`src/rtl/bwd_pkg.sv`:
```
package bwd_pkg;

  typedef enum logic {
    WAKE_ON_LOW  = 1'b0,
    WAKE_ON_RISE = 1'b1
  } wake_mode_e;

  // Next value of the saturating low-duration counter.
  function automatic int unsigned sat_step(int unsigned cur, int unsigned lim, bit clr);
    if (clr) return 0;
    if (cur >= lim) return lim;
    return cur + 1;
  endfunction

endpackage

```
`src/rtl/bwd_sync.sv`:
```
module bwd_sync #(
  parameter int unsigned W       = 1,
  parameter int unsigned STAGES  = 2,
  parameter logic [W-1:0] RST_VAL = '1
) (
  input  logic         clk,
  input  logic         rst_n,
  input  logic [W-1:0] d_i,
  output logic [W-1:0] q_o
);
  logic [W-1:0] stg [STAGES];

  for (genvar s = 0; s < STAGES; s++) begin : g_stage
    if (s == 0) begin : g_first
      always_ff @(posedge clk or negedge rst_n) begin
        if (!rst_n) stg[s] <= RST_VAL;
        else        stg[s] <= d_i;
      end
    end else begin : g_next
      always_ff @(posedge clk or negedge rst_n) begin
        if (!rst_n) stg[s] <= RST_VAL;
        else        stg[s] <= stg[s-1];
      end
    end
  end

  assign q_o = stg[STAGES-1];
endmodule

```
`src/rtl/bwd_low_timer.sv`:
```
module bwd_low_timer #(
  parameter int unsigned LIMIT = 8,
  localparam int unsigned CNT_W = $clog2(LIMIT + 1)
) (
  input  logic             clk,
  input  logic             rst_n,
  input  logic             clr_i,
  output logic [CNT_W-1:0] cnt_o,
  output logic             full_o
);
  logic [CNT_W-1:0] cnt_q;

  always_ff @(posedge clk or negedge rst_n) begin
    if (!rst_n) cnt_q <= '0;
    else        cnt_q <= CNT_W'(bwd_pkg::sat_step(int'(cnt_q), LIMIT, clr_i));
  end

  assign cnt_o  = cnt_q;
  assign full_o = (cnt_q == CNT_W'(LIMIT));
endmodule

```
`src/rtl/bwd_arm_ctrl.sv`:
```
module bwd_arm_ctrl (
  input  logic clk,
  input  logic rst_n,
  input  logic arm_i,
  input  logic req_i,
  output logic active_o,
  output logic fired_o,
  output logic wake_o
);
  logic fired_q;
  logic wake_q;

  assign active_o = arm_i && !fired_q;

  always_ff @(posedge clk or negedge rst_n) begin
    if (!rst_n) begin
      fired_q <= 1'b0;
      wake_q  <= 1'b0;
    end else begin
      wake_q <= active_o && req_i;
      if (!arm_i)                 fired_q <= 1'b0;
      else if (active_o && req_i) fired_q <= 1'b1;
    end
  end

  assign fired_o = fired_q;
  assign wake_o  = wake_q;
endmodule

```
`src/rtl/bus_wake_detect.sv`:
```
module bus_wake_detect #(
  parameter bwd_pkg::wake_mode_e MODE = bwd_pkg::WAKE_ON_LOW,
  parameter int unsigned SHORT_CYC   = 8,
  parameter int unsigned LONG_CYC    = 20,
  parameter int unsigned SYNC_STAGES = 2
) (
  input  logic clk,
  input  logic rst_n,
  input  logic arm_i,
  input  logic bus_rx_i,
  input  logic wake_pin_i,
  output logic wake_o
);
  localparam int unsigned LOW_LIMIT = (MODE == bwd_pkg::WAKE_ON_RISE) ? LONG_CYC : SHORT_CYC;
  localparam int unsigned CNT_W     = $clog2(LOW_LIMIT + 1);

  logic [1:0]       sync_q;
  logic             bus_s;
  logic             pin_s;
  logic             pin_q;
  logic             pin_fall;
  logic             active;
  logic             fired;
  logic             low_full;
  logic [CNT_W-1:0] low_cnt;
  logic             bus_req;
  logic             wake_req;

  bwd_sync #(.W(2), .STAGES(SYNC_STAGES), .RST_VAL(2'b11)) i_sync (
    .clk  (clk),
    .rst_n(rst_n),
    .d_i  ({wake_pin_i, bus_rx_i}),
    .q_o  (sync_q)
  );
  assign bus_s = sync_q[0];
  assign pin_s = sync_q[1];

  always_ff @(posedge clk or negedge rst_n) begin
    if (!rst_n) pin_q <= 1'b1;
    else        pin_q <= pin_s;
  end
  assign pin_fall = pin_q && !pin_s;

  bwd_low_timer #(.LIMIT(LOW_LIMIT)) i_timer (
    .clk   (clk),
    .rst_n (rst_n),
    .clr_i (bus_s || !active),
    .cnt_o (low_cnt),
    .full_o(low_full)
  );

  if (MODE == bwd_pkg::WAKE_ON_RISE) begin : g_rise
    // Bus is back high this cycle and the counter still holds the low length.
    assign bus_req = bus_s && low_full;
  end else begin : g_low
    assign bus_req = !bus_s && low_full;
  end

  assign wake_req = bus_req || pin_fall;

  bwd_arm_ctrl i_arm (
    .clk     (clk),
    .rst_n   (rst_n),
    .arm_i   (arm_i),
    .req_i   (wake_req),
    .active_o(active),
    .fired_o (fired),
    .wake_o  (wake_o)
  );
endmodule

```
`config.mk`:
```
export PLATFORM = sky130hd
export DESIGN_NAME = bus_wake_detect
export DESIGN_NICKNAME = d
export VERILOG_FILES = /design/src/rtl/bwd_pkg.sv /design/src/rtl/bwd_sync.sv /design/src/rtl/bwd_low_timer.sv /design/src/rtl/bwd_arm_ctrl.sv /design/src/rtl/bus_wake_detect.sv
export SDC_FILE = /design/constraint.sdc
export NUM_CORES = 1
export LEC_CHECK = 0
export BUFFER_PORTS_ARGS = -buffer_cell sky130_fd_sc_hd__buf_2
export CORE_UTILIZATION = 33
export DETAILED_ROUTE_END_ITERATION = 8
export HOLD_SLACK_MARGIN = 0.03
export SYNTH_ARGS = -nofsm -noshare
export SYNTH_HDL_FRONTEND = slang
export SYNTH_HIERARCHICAL = 1
export SYNTH_SLANG_ARGS = --single-unit
```
`constraint.sdc`:
```
create_clock -name clk -period 2.53 [get_ports clk]
set_clock_uncertainty 0.1 [all_clocks]
set_input_delay 0.506 -clock clk [delete_from_list [all_inputs] [get_ports clk]]
set_output_delay 0.506 -clock clk [all_outputs]
set_load 0.005 [all_outputs]
```
==> results.cfg <==
[synthesis]
synth_seq_area_share_pct = 65.0
muxShareOfSynthArea_pct = 0
synth_top_family_by_area = simple AND/OR/NAND/NOR gates
synth_cells = 31
syn_area_um2 = 433
yosysUniqueCellTypes = 16
synth-compound-area-share_pct = 6.07
synth-xor-area-share_pct = 2.02
synthAdderAreaFrac_pct = 5.78
synth_area_leaders = dfrtp_1, dfstp_2, ha_1
synth_top_area_share_pct = 34.7
avgSynthCellArea_um2 = 14.0
ys_ff_latch = 11
synth_top_area_cell = dfrtp_1
synth_nets = 38
synthSimpleGateAreaFrac_pct = 14.2
ys_warn_count = 6

[cells_and_area]
area_growth_pct = 14.7
nets = 47
post_route_cells_drive_above_1_share_pct = 46.2
fin_cells = 53
num_antenna_cells = 0
final_cell_mix = dfrtp_1, dfstp_2, buf_2
mostFrequentLayoutCell = dfrtp_1
finalInstanceArea_um2 = 497

[worst_setup_path]
cp_num_buf_inv = 1
r2r_cells = 6
cp.depth = 1
worst_setup_path_end_kind = primary output
slowest_delay_ns = 0.36
crit_type = flop to primary output
startpoint_type = flop
crit_slowest_cell = dfrtp_1
arrival_ns = 0.73
crit_fanout = 1
cp_top_family = flip-flops
path_cells = buf_2
cp.required_ns = 1.92

[clock_tree]
cts_hold_buf = 1
cts_tree = yes
cts.sinks = 11
cts_resized = 0
clockRootBuffer = clkbuf_4
htree_levels = 1
cts.clk_slew.worst_paths_ns = 0.07
cts_buffer_depth = 2
numCtsBuffers = 3
post_cts_buffers = 0
clk_latency_ns = 0.26

[timing]
period_share_pct = 52.8
final_hold_viol_count = 0
fin_setup_tns_ns = 0
slew_viol_final = 0
setup_ws_ns = 1.19
fmaxAchievable_mhz = 748
maxSlewHeadroom_pct = 84.3
worst_pin_slew_ns = 0.235
setup_viol = 0
rsz0062_at_grt = no
fin_crit_ns = 1.34

[power]
leakage_nw = 0.229
total_power_mw = 0.322
p_per_area_nw_per_um2 = 649
peakVddDrop_uv = 353

[route]
wl_um = 561
viasPerCell = 4.55
vias = 241
drtPass1Iterations = 3
wl_per_cell_um = 10.6
drc = 0
ant_nets = 0
drt_iter0_markers = 1

[place]
placed_cell_area_um2 = 460
gp_congestion = 0.707
placed_cells = 48
dpl.hpwl_um = 438
port_buffers = 5
place_ws_ns = 1.20

[floorplanning]
die_area_um2 = 1460
pin_count = 6
num_rows = 12
start_util_pct = 37.4
die_h_um = 38.2
dieWidth_um = 38.2
core_um2 = 1160

[hold_path]
min_path_type = input port to flop
whs_path_depth = 1

[grt]
grt_overflow = 0
grt_antenna_before_repair = 0
grt_pass1_vias = 303
grt_pass1_wl_um = 1140
grt_max_degree = 12
grt.total_usage_pct = 11.9

[status]
status = completed

[run]
cap_violations = 0
## through the flow
| step | hold WS [ns] | util (%) |
|---|---|---|
| after global routing | 0.226 | 43.0 |
| after detailed placement | 0.247 | 39.8 |
| after CTS | 0.237 | 43.0 |
| final | 0.244 | 43.0 |
| after global placement | 0.246 | 39.8 |
| after floorplan | 0.110 | - |
## metal layers
metal	vias to the layer above	wire [um]	global-route usage, %
met1	119	238	11.7
li1	115	-	-
met3	2	24	3.49
met2	5	292	22.5
met5	-	0	0
met4	0	6	5.36
## cell type report
| cell class | instances | area (um2) |
|---|---|---|
| multi-input combinational | 14 | 121 |
| clock buffer | 4 | 26.3 |
| fill | 115 | 659 |
| timing repair buffer | 6 | 35.0 |
| sequential | 11 | 282 |
| tap | 14 | 17.5 |
| inverter | 4 | 15.0 |
## flip-flops by register name (all words and copies together) (netlist names)
| register | flops |
|---|---|
| pin_q | 1 |
| i_arm/wake_o | 1 |
| i_sync/q_o | 2 |
| i_sync/stg | 2 |
| i_arm/fired_o | 1 |
| i_timer/cnt_o | 4 |
## report_power, final
group | leakage [nW] | switching (mW) | internal (mW)
clock network | 0.0150 | 0.0540 | 0.0608
logic | 0.0802 | 0.00848 | 0.00917
registers | 0.134 | 0.00374 | 0.186
total | 0.229 | 0.0662 | 0.256
## logic make-up (layout without fill, tap and decap cells)
logic type                 Yosys count  count (layout)
adders and majority gates            2               2
DFF                                 11              11
AOI/OAI and AO/OA                    3               3
xor gates and xnor gates             1               1
and+or+nand+nor                      8               8
buffers and inverters                6              14
## synthesized netlist by cell type
master,number
nor3_2,1
nor3_1,1
ha_1,2
nor2_1,1
buf_4,2
and2b_2,1
a31oi_1,1
xnor2_1,1
nand2b_1,1
o22ai_2,1
and3b_2,2
inv_1,4
dfrtp_1,6
o21a_1,1
nor3b_1,1
dfstp_2,5
## path summary, 6_finish.rpt
kind | to | slack (ns) | start
setup / recovery | wake_o | 1.19 | i_arm/wake_o
hold / removal | i_sync/stg[2] | 0.24 | bus_rx_i
setup reg to reg | i_arm/wake_o | 1.20 | i_timer/cnt_o[0]
hold reg to reg | i_sync/q_o[1] | 0.25 | i_sync/stg[3]
max in group asynchronous | i_sync/q_o[0] | 1.54 | rst_n
min in group asynchronous | i_arm/fired_o | 0.53 | rst_n
(Power assumes the default switching activity.)
